**src/rtl/ctx_flags_pkg.sv**
```systemverilog
package ctx_flags_pkg;

    parameter int unsigned NUM_LEVELS = 4;
    parameter logic [7:0] STATUS_ADDR = 8'h26;

    typedef struct packed {
        logic zero;
        logic sign;
        logic carry;
    } flags_t;

    function automatic int unsigned ctx_count(input int unsigned levels);
        return levels + 1;
    endfunction

endpackage

```
**src/rtl/ctx_index_stack.sv**
```systemverilog
module ctx_index_stack #(
    parameter int unsigned DEPTH = 4,
    parameter int unsigned W     = 3
) (
    input  logic         clk,
    input  logic         rst,
    input  logic         push,
    input  logic         pop,
    input  logic [W-1:0] push_data,
    output logic [W-1:0] top,
    output logic         empty,
    output logic         full
);
    localparam int unsigned PW = (DEPTH > 1) ? $clog2(DEPTH) : 1;
    localparam int unsigned CW = $clog2(DEPTH + 1);

    logic [W-1:0]  mem [DEPTH];
    logic [CW-1:0] cnt;
    logic [CW-1:0] cnt_m1;

    assign cnt_m1 = cnt - 1'b1;
    assign empty  = (cnt == '0);
    assign full   = (cnt == CW'(DEPTH));
    assign top    = mem[cnt_m1[PW-1:0]];

    always_ff @(posedge clk) begin
        if (rst) begin
            cnt <= '0;
        end else if (push) begin
            mem[cnt[PW-1:0]] <= push_data;
            cnt <= cnt + 1'b1;
        end else if (pop) begin
            cnt <= cnt_m1;
        end
    end

    // the caller must never push onto a full stack or pop an empty one
    assert_no_overflow_R9: assert property (@(posedge clk) disable iff (rst)
        !(push && full) && !(pop && empty));
    assert_depth_bound_R9: assert property (@(posedge clk) disable iff (rst)
        cnt <= CW'(DEPTH));
endmodule

```
**src/rtl/flag_bank_array.sv**
```systemverilog
module flag_bank_array
    import ctx_flags_pkg::*;
#(
    parameter int unsigned NCTX = 5,
    parameter int unsigned CW   = 3
) (
    input  logic          clk,
    input  logic          rst,
    input  logic          we,
    input  logic [CW-1:0] ctx,
    input  flags_t        wdata,
    output flags_t        rdata
);
    flags_t bank [NCTX];

    for (genvar g = 0; g < NCTX; g++) begin : g_bank
        always_ff @(posedge clk) begin
            if (rst) begin
                bank[g] <= '0;
            end else if (we && ctx == CW'(g)) begin
                bank[g] <= wdata;
            end
        end
    end

    always_comb begin
        rdata = '0;
        for (int i = 0; i < NCTX; i++) begin
            if (ctx == CW'(i)) rdata = bank[i];
        end
    end
endmodule

```
**src/rtl/status_port.sv**
```systemverilog
module status_port
    import ctx_flags_pkg::*;
(
    input  logic [7:0] addr,
    input  flags_t     flags,
    output logic [7:0] data
);
    always_comb begin
        data = (addr == STATUS_ADDR) ? {5'b0, flags} : 8'h00;
    end

    // decode of the status address
    always_comb begin
        if (addr != STATUS_ADDR) assert_status_zero_R8: assert (data == 8'h00);
    end
endmodule

```
**src/rtl/irq_flag_ctx.sv**
```systemverilog
module irq_flag_ctx
    import ctx_flags_pkg::*;
#(
    parameter int unsigned LEVELS = NUM_LEVELS,
    localparam int unsigned NCTX  = ctx_count(LEVELS),
    localparam int unsigned LW    = (LEVELS > 1) ? $clog2(LEVELS) : 1,
    localparam int unsigned CW    = $clog2(NCTX)
) (
    input  logic          clk,
    input  logic          rst,
    input  logic          alu_flags_we,
    input  logic [2:0]    alu_flags,
    input  logic          irq_enter,
    input  logic [LW-1:0] irq_level,
    input  logic          irq_exit,
    input  logic          call_evt,
    input  logic          ret_evt,
    input  logic [7:0]    status_addr,
    output logic [7:0]    status_data,
    output logic [2:0]    cur_flags,
    output logic [CW-1:0] cur_ctx
);
    logic [CW-1:0] ctx_q;
    logic [CW-1:0] stk_top;
    logic          stk_empty;
    logic          stk_full;
    logic          push_ok;
    logic          pop_ok;
    flags_t        rd_flags;

    assign push_ok = irq_enter && !stk_full;
    assign pop_ok  = irq_exit && !irq_enter && !stk_empty;

    always_ff @(posedge clk) begin
        if (rst) begin
            ctx_q <= '0;
        end else if (push_ok) begin
            ctx_q <= CW'(irq_level) + 1'b1;
        end else if (pop_ok) begin
            ctx_q <= stk_top;
        end
    end

    ctx_index_stack #(.DEPTH(LEVELS), .W(CW)) u_stack (
        .clk       (clk),
        .rst       (rst),
        .push      (push_ok),
        .pop       (pop_ok),
        .push_data (ctx_q),
        .top       (stk_top),
        .empty     (stk_empty),
        .full      (stk_full)
    );

    flag_bank_array #(.NCTX(NCTX), .CW(CW)) u_banks (
        .clk   (clk),
        .rst   (rst),
        .we    (alu_flags_we),
        .ctx   (ctx_q),
        .wdata (flags_t'(alu_flags)),
        .rdata (rd_flags)
    );

    status_port u_status (
        .addr  (status_addr),
        .flags (rd_flags),
        .data  (status_data)
    );

    assign cur_flags = rd_flags;
    assign cur_ctx   = ctx_q;

    assert_reset_state_R1: assert property (@(posedge clk)
        rst |=> (cur_ctx == '0 && cur_flags == 3'b000));
    assert_enter_ctx_R2: assert property (@(posedge clk) disable iff (rst)
        push_ok |=> cur_ctx == CW'($past(irq_level)) + 1'b1);
    assert_exit_ctx_R3: assert property (@(posedge clk) disable iff (rst)
        pop_ok |=> cur_ctx == $past(stk_top));
    assert_write_lands_R6: assert property (@(posedge clk) disable iff (rst)
        (alu_flags_we && !irq_enter && !irq_exit) |=> cur_flags == $past(alu_flags));
    assert_call_ret_quiet_R7: assert property (@(posedge clk) disable iff (rst)
        ((call_evt || ret_evt) && !irq_enter && !irq_exit && !alu_flags_we)
        |=> ($stable(cur_flags) && $stable(cur_ctx)));
    assert_ignored_exit_R9: assert property (@(posedge clk) disable iff (rst)
        (irq_exit && !irq_enter && stk_empty) |=> cur_ctx == '0);
    assert_status_read_R8: assert property (@(posedge clk) disable iff (rst)
        (status_addr == STATUS_ADDR) |-> status_data == {5'b0, cur_flags});
endmodule

```
**config.mk**
```make
export PLATFORM = sky130hd
export DESIGN_NAME = irq_flag_ctx
export DESIGN_NICKNAME = d
export VERILOG_FILES = /design/src/rtl/ctx_flags_pkg.sv /design/src/rtl/ctx_index_stack.sv /design/src/rtl/flag_bank_array.sv /design/src/rtl/status_port.sv /design/src/rtl/irq_flag_ctx.sv
export SDC_FILE = /design/constraint.sdc
export NUM_CORES = 1
export LEC_CHECK = 0
export ABC_AREA = 1
export BUFFER_PORTS_ARGS = -buffer_cell sky130_fd_sc_hd__buf_2
export CAP_MARGIN = 30
export CORE_ASPECT_RATIO = 1.5
export CORE_UTILIZATION = 52
export CTS_CLUSTER_DIAMETER = 30
export DETAILED_ROUTE_END_ITERATION = 6
export PLACE_DENSITY = 0.75
export SLEW_MARGIN = 20
export SYNTH_ARGS = -nofsm -noshare
export SYNTH_HDL_FRONTEND = slang
export SYNTH_HIERARCHICAL = 1
export SYNTH_SLANG_ARGS = --single-unit
export TNS_END_PERCENT = 1
```
**constraint.sdc**
```tcl
create_clock -name clk -period 4.35 [get_ports clk]
set_input_delay 0.435 -clock clk [delete_from_list [all_inputs] [get_ports clk]]
set_output_delay 0.435 -clock clk [all_outputs]
set_load 0.01 [all_outputs]
```
==> key figures, run 1 <==
Run
  – Total of max-cap violations: 0

GRT
  – Global Route Usage Sum: 21.63%
  – GR Util met3: approximately 6%
  – Total gr overflow: 0
  – Pin count of the biggest net entering global routing: 14
  – GR Util met1: 19.47%
  – Initial antenna violation count: 0
  – Met2 GRT Util: 42.37%
  – Gr busiest metal: met2
  – Vias in the first global route: 1,341
  – Global-route wire length before repair: 5706 um

Floorplanning
  – Row cnt: 26
  – Starting density of the core: between 50% and 60%
  – Total die area: between 0.003 and 0.004 mm2
  – Core Box Area: around 0.0034 mm2
  – Die height: approximately 75 um
  – # IOs: 34
  – Die W: 50.48 um

Power and ir drop
  – Leak: a little under 1 nW
  – Sw frac: between 20% and 30%
  – Logic pwr share: roughly a fifth
  – Power Total: 0.7470 mW
  – Net Switching: about 0.22 mW
  – Internal power: around 0.53 mW
  – Max rail drop VDD: 0.0003057 V
  – Clk pwr share: between 20% and 30%
  – PwrDens: about 360 mW/mm2
  – Sequential Power Share: between 50% and 60%

Clocking
  – Post-CTS Setup Bufs: 0
  – # clock sinks: 33
  – CTS clk-pin slew, worst paths: approximately 60 ps
  – CTS tree: built
  – Skew-Pair Late Insertion Delay: around 290 ps
  – H-tree depth: 2
  – Resized Gates After CTS: 0
  – Num CTS Buffers: 5
  – Hold-fix buffers, CTS: 0
  – CTS Buffer Depth: 2
  – Root Buffer: clkbuf_8

Critical path
  – CP Capture Type: output port
  – Cell family with most CP delay: flip-flops
  – Worst Path Buf+Inv: 3
  – CP max stage cell: dfxtp_1
  – CP required: 3910 ps
  – Setup CP Type: reg -> out
  – Arrival @ worst endpoint: roughly 1800 ps
  – Startpoint Class: flop
  – Crit Path Max Fanout: 12
  – Slowest stage delay, CP: roughly 630 ps
  – CP cell instances: inv_2, nor3_4, nand2_1, nand3_1, inv_1, nor2_1, buf_2

Detailed routing
  – DR vias/cell: between 4 and 5
  – Total number of vias: about 1,500
  – DR DRC count: 0
  – Wire per inst: around 12 um
  – 1st-iter DRT viols: 39
  – Total routed wirelength: between 3000 and 4000 um
  – DRT antenna net count: 0
  – TritonRoute pass-1 iters: 5

STA
  – RSZ-0062 raised after global routing: false
  – Max-slew violations: 0
  – Max Clk Rate: approximately 440 MHz
  – Fin crit share: between 50% and 60%
  – Fin. Hold Viols: 0
  – Fin crit period: ~2200 ps
  – Final setup viols: 0
  – Setup TNS: 0 ps
  – Clock skew: ~4.9 ps

Final layout
  – Area grow syn2layout: 12.36%
  – Layout cell share with drive strength beyond 1: between 10% and 20%
  – Fin util: between 60% and 70%
  – Post-layout nets: 280
  – Antenna diodes: 0

Logic synthesis
  – Post-Syn Area: about 0.0018 mm2
  – Most used DFF post-synth: edfxtp_1
  – Avg Synthesized Cell Area: 8.220 um2
  – Post-Syn Instances: 223
  – Synth cell types: 22
  – Synthesized flop and latch total: 33
  – Yosys top cell by area: edfxtp_1
  – Post-synth EDFFs: 27
  – Most frequent cells after synthesis: 51 x nor2_1, 38 x nand2_1, 33 x inv_1
  – Largest cells by area after synthesis: edfxtp_1 44%, nor2_1 10%, nand2_1 7.8%
  – Most frequent cell after synthesis: nor2_1
  – Yosys top cell area share: 44.23%
  – Post-synthesis sequential area ratio: between 50 and 60%
  – Ys async rst share: 0%
  – Synth warn: 6

Worst hold path
  – Worst hold path type: in -> reg

Placement
  – Input/output buffers: 26
  – RePlAce Congestion: approximately 0.77
  – Dpl hpwl: about 2700 um

Outcome
  – Status: completed
[cell usage in the layout (no fill, tap or decap)]
master / n
nor2_1: 51
nand2_1: 38
inv_1: 33
edfxtp_1: 27
buf_2: 26
nand3_1: 18
o21ai_0: 13
ha_1: 7
inv_2: 6
dfxtp_1: 6
clkbuf_8: 5
conb_1: 5
nand4_1: 3
nand2_2: 2
nand3_2: 2
clkinv_2: 2
nor3_4: 2
nor3_1: 2
a21oi_1: 2
nand3b_1: 1
clkbuf_1: 1
clkinv_1: 1
inv_4: 1
[logic make-up (layout without fill, tap and decap cells)]
logic type	after synthesis	count (layout)	share of synthesized area, %
and+or+nand+nor	119	119	28.67
buffers and inverters	48	75	11.47
DFF	33	33	50.79
AOI/OAI and AO/OA	15	15	4.095
adders and majority gates	7	7	4.778
other	1	5	0.2046
[layer usage]
metal	routed length [um]	vias to the layer above
met1	1264	665
met4	95	0
met2	2004	26
met3	103	7
met5	0	-
li1	-	755
[final cells by class]
type,count,area (um2)
fillers,321,1324
flip-flops and latches,33,930.9
multi-input cells,146,706.9
inverters,41,156.4
repair buffers,26,130.1
clock buffers,6,72.57
well taps,42,52.55
clock inverters,2,10.01
[state kept, by name (all words and copies together) (netlist names)]
register and count:
cur_ctx 3, u_banks/bank 15, u_stack/mem 12, u_stack/cnt 3
[path summary, 6_finish.rpt]
kind / depth (start not counted) / slack, ps / startpoint / endpoint
max: 7 / 2100 / cur_ctx[1] / status_data[2]
min: 2 / 390 / rst / u_stack/cnt[0]
max reg2reg: 9 / 2230 / u_stack/cnt[0] / u_stack/mem[2][2]
min reg2reg: 4 / 600 / u_stack/cnt[2] / u_stack/cnt[2]
[through the flow]
step	area (um2)	setup slack [ps]	cells	hold slack, ps
after floorplan	1848	2562	227	504.1
after global placement	1977	2290	288	594.6
after detailed placement	1977	2230	288	589.5
after CTS	2059	2084	296	383.4
after global routing	2059	1905	296	389.9
final	2059	2101	296	394.3
[power by group through the flow]
| stage | clock network (mW) | registers (mW) | logic (mW) |
|---|---|---|---|
| floorplan | 0 | 0.387 | 0.105 |
| global placement | 0 | 0.393 | 0.138 |
| detailed placement | 0 | 0.394 | 0.141 |
| CTS | 0.226 | 0.387 | 0.142 |
| global route | 0.241 | 0.390 | 0.163 |
| finish | 0.219 | 0.387 | 0.141 |
Note: power is estimated with default switching activity, not from simulation.
==> run 2, diff against run 1 <==
Clock period 4.35 ns to 2.1 ns, I/O delays scaled along.
==> key figures, run 2 (same netlist as run 1, synthesis figures left out) <==
Outcome
  – Status: completed

Detailed routing
  – Wire per inst: 11.49 um (-1.9%)
  – DRT met1 WL: 1233 um (-2.5%)
  – DR DRC count: 0 (unchanged)
  – Total routed wirelength: 3447 um (-0.61%)
  – Metal2 WL: 1979 um (-1.2%)
  – TritonRoute pass-1 iters: 4 (-1)
  – WL met3: 134 um (+30%)
  – DRT antenna net count: 0 (unchanged)
  – DR vias/cell: 4.847 (-1.3%)
  – 1st-iter DRT viols: 39 (unchanged)
  – Total number of vias: 1,454 (+0.069%)
  – Max Used Layer: met4

STA
  – Final setup viols: 0 (unchanged)
  – RSZ-0062 raised after global routing: false
  – Max Clk Rate: about 530 MHz
  – Fin. Hold Viols: 0 (unchanged)
  – Clock skew: 3.578 ps (-1.281 ps)
  – Setup TNS: 0 ps (unchanged)
  – Fin crit period: about 1900 ps
  – Max-slew violations: 0 (unchanged)
  – Fin crit share: 90.39%

Final layout
  – Post-layout nets: 284 (+1.4%)
  – Reg with most FFs: u_banks/bank
  – Finished Layout Cells: 300 (+1.4%)
  – Layout cell share with drive strength beyond 1: 18.99% (+0.88 points)
  – Antenna diodes: 0 (unchanged)
  – Largest register FFs: 15 (unchanged)
  – Commonest non-fill, non-tap cell in the layout: nor2_1
  – Layout fillers: 315 (-1.9%)
  – Area grow syn2layout: 14.40%
  – Most frequent cells in the layout: 51 x nor2_1, 38 x nand2_1, 33 x inv_1

Placement
  – Dpl hpwl: 2709 um (+1.7%)
  – RePlAce Congestion: 0.7635 (-0.29%)
  – Placed Cells: 292 (+1.4%)
  – Input/output buffers: 26 (unchanged)

Floorplanning
  – Row cnt: 26 (unchanged)
  – Core Box Area: 0.003383 mm2 (unchanged)
  – Die W: 50.48 um (unchanged)
  – # IOs: 34 (unchanged)
  – Die height: 74.72 um (unchanged)
  – Starting density of the core: 54.18% (unchanged)
  – Total die area: 0.003771 mm2 (unchanged)

GRT
  – Vias in the first global route: 1,352 (+0.82%)
  – Initial antenna violation count: 0 (unchanged)
  – Total gr overflow: 0 (unchanged)
  – Global Route Usage Sum: 20.59% (-1.0 points)
  – Pin count of the biggest net entering global routing: 11 (-3)
  – Global-route wire length before repair: 5471 um (-4.1%)

Clocking
  – # clock sinks: 33 (unchanged)
  – Hold-fix buffers, CTS: 0 (unchanged)
  – Resized Gates After CTS: 0 (unchanged)
  – CTS Buffer Depth: 2 (unchanged)
  – H-tree depth: 2 (unchanged)
  – Skew-Pair Late Insertion Delay: 280 ps (about the same)
  – Root Buffer: clkbuf_8
  – CTS clk-pin slew, worst paths: 60 ps (about the same)
  – Post-CTS Setup Bufs: 0 (unchanged)
  – Num CTS Buffers: 5 (unchanged)
  – CTS tree: built

Critical path
  – CP required: 2060 ps (-1850 ps)
  – CP Capture Type: flop
  – CP max stage cell: dfxtp_1
  – CP cell instances: inv_1, ha_1, nand2_1, inv_1, inv_1, nand2_2, inv_1, nand2_1, nor2_1
  – Setup CP Type: reg -> reg
  – Arrival @ worst endpoint: 1860 ps (+50 ps)
  – Slowest stage delay, CP: 380 ps (-250 ps)
  – Worst Path Buf+Inv: 4 (+1)
  – Startpoint Class: flop
  – Crit Path Max Fanout: 8 (-4)
  – Most used cell, CP: inv_1
  – Cell family with most CP delay: simple AND/OR/NAND/NOR gates

Run
  – Total of max-cap violations: 0 (unchanged)

Power and ir drop
  – PwrDens: 758.1 mW/mm2 (+110%)
  – Max rail drop VDD: 0.0006583 V (+120%)
  – Leak: 0.9931 nW (+2.2%)

Worst hold path
  – Worst hold path type: in -> reg
## run 2: stage by stage
| stage | power (mW) | hold WS, ps | instance area (um2) | utilization, % | worst slack, ps |
|---|---|---|---|---|---|
| 2_1_floorplan | 1.020 | 279.1 | 1848 | - | 375.0 |
| 3_3_place_gp | 1.113 | 488.1 | 2007 | 59.32 | 293.2 |
| 3_5_place_dp | 1.122 | 495.6 | 2007 | 59.32 | 224.2 |
| 4_1_cts | 1.604 | 197.2 | 2097 | 61.98 | 185.3 |
| 5_1_grt | 1.677 | 211.1 | 2097 | 61.98 | 38.77 |
| 6_report | 1.590 | 205.1 | 2097 | 61.98 | 201.9 |
## run 2: worst paths after layout
kind	start	end	slack [ps]	depth (start not counted)
max	u_stack/cnt[1]	u_stack/mem[1][1]	200	9
min	rst	u_stack/cnt[2]	210	2
max reg2reg	u_stack/cnt[1]	u_stack/mem[1][1]	200	9
min reg2reg	u_stack/cnt[1]	u_stack/cnt[1]	610	2
## run 2: area by class of cell
type	count	area [um2]	share of cell area [%]
repair buffers	30	160.2	7.637
multi-input cells	146	706.9	33.71
inverters	41	156.4	7.458
well taps	42	52.55	2.506
flip-flops and latches	33	930.9	44.39
clock buffers	8	90.09	4.296
## run 2: metal layers
layer	track usage, %	up-vias
li1	-	763
met1	17.25	648
met2	42.52	34
met3	5.051	9
met4	11.11	0
met5	0	-
## run 2: report_power, final
part	internal, mW	switching, mW	total, mW
registers	0.757	0.0269	0.784
clock network	0.267	0.215	0.482
logic	0.114	0.210	0.324
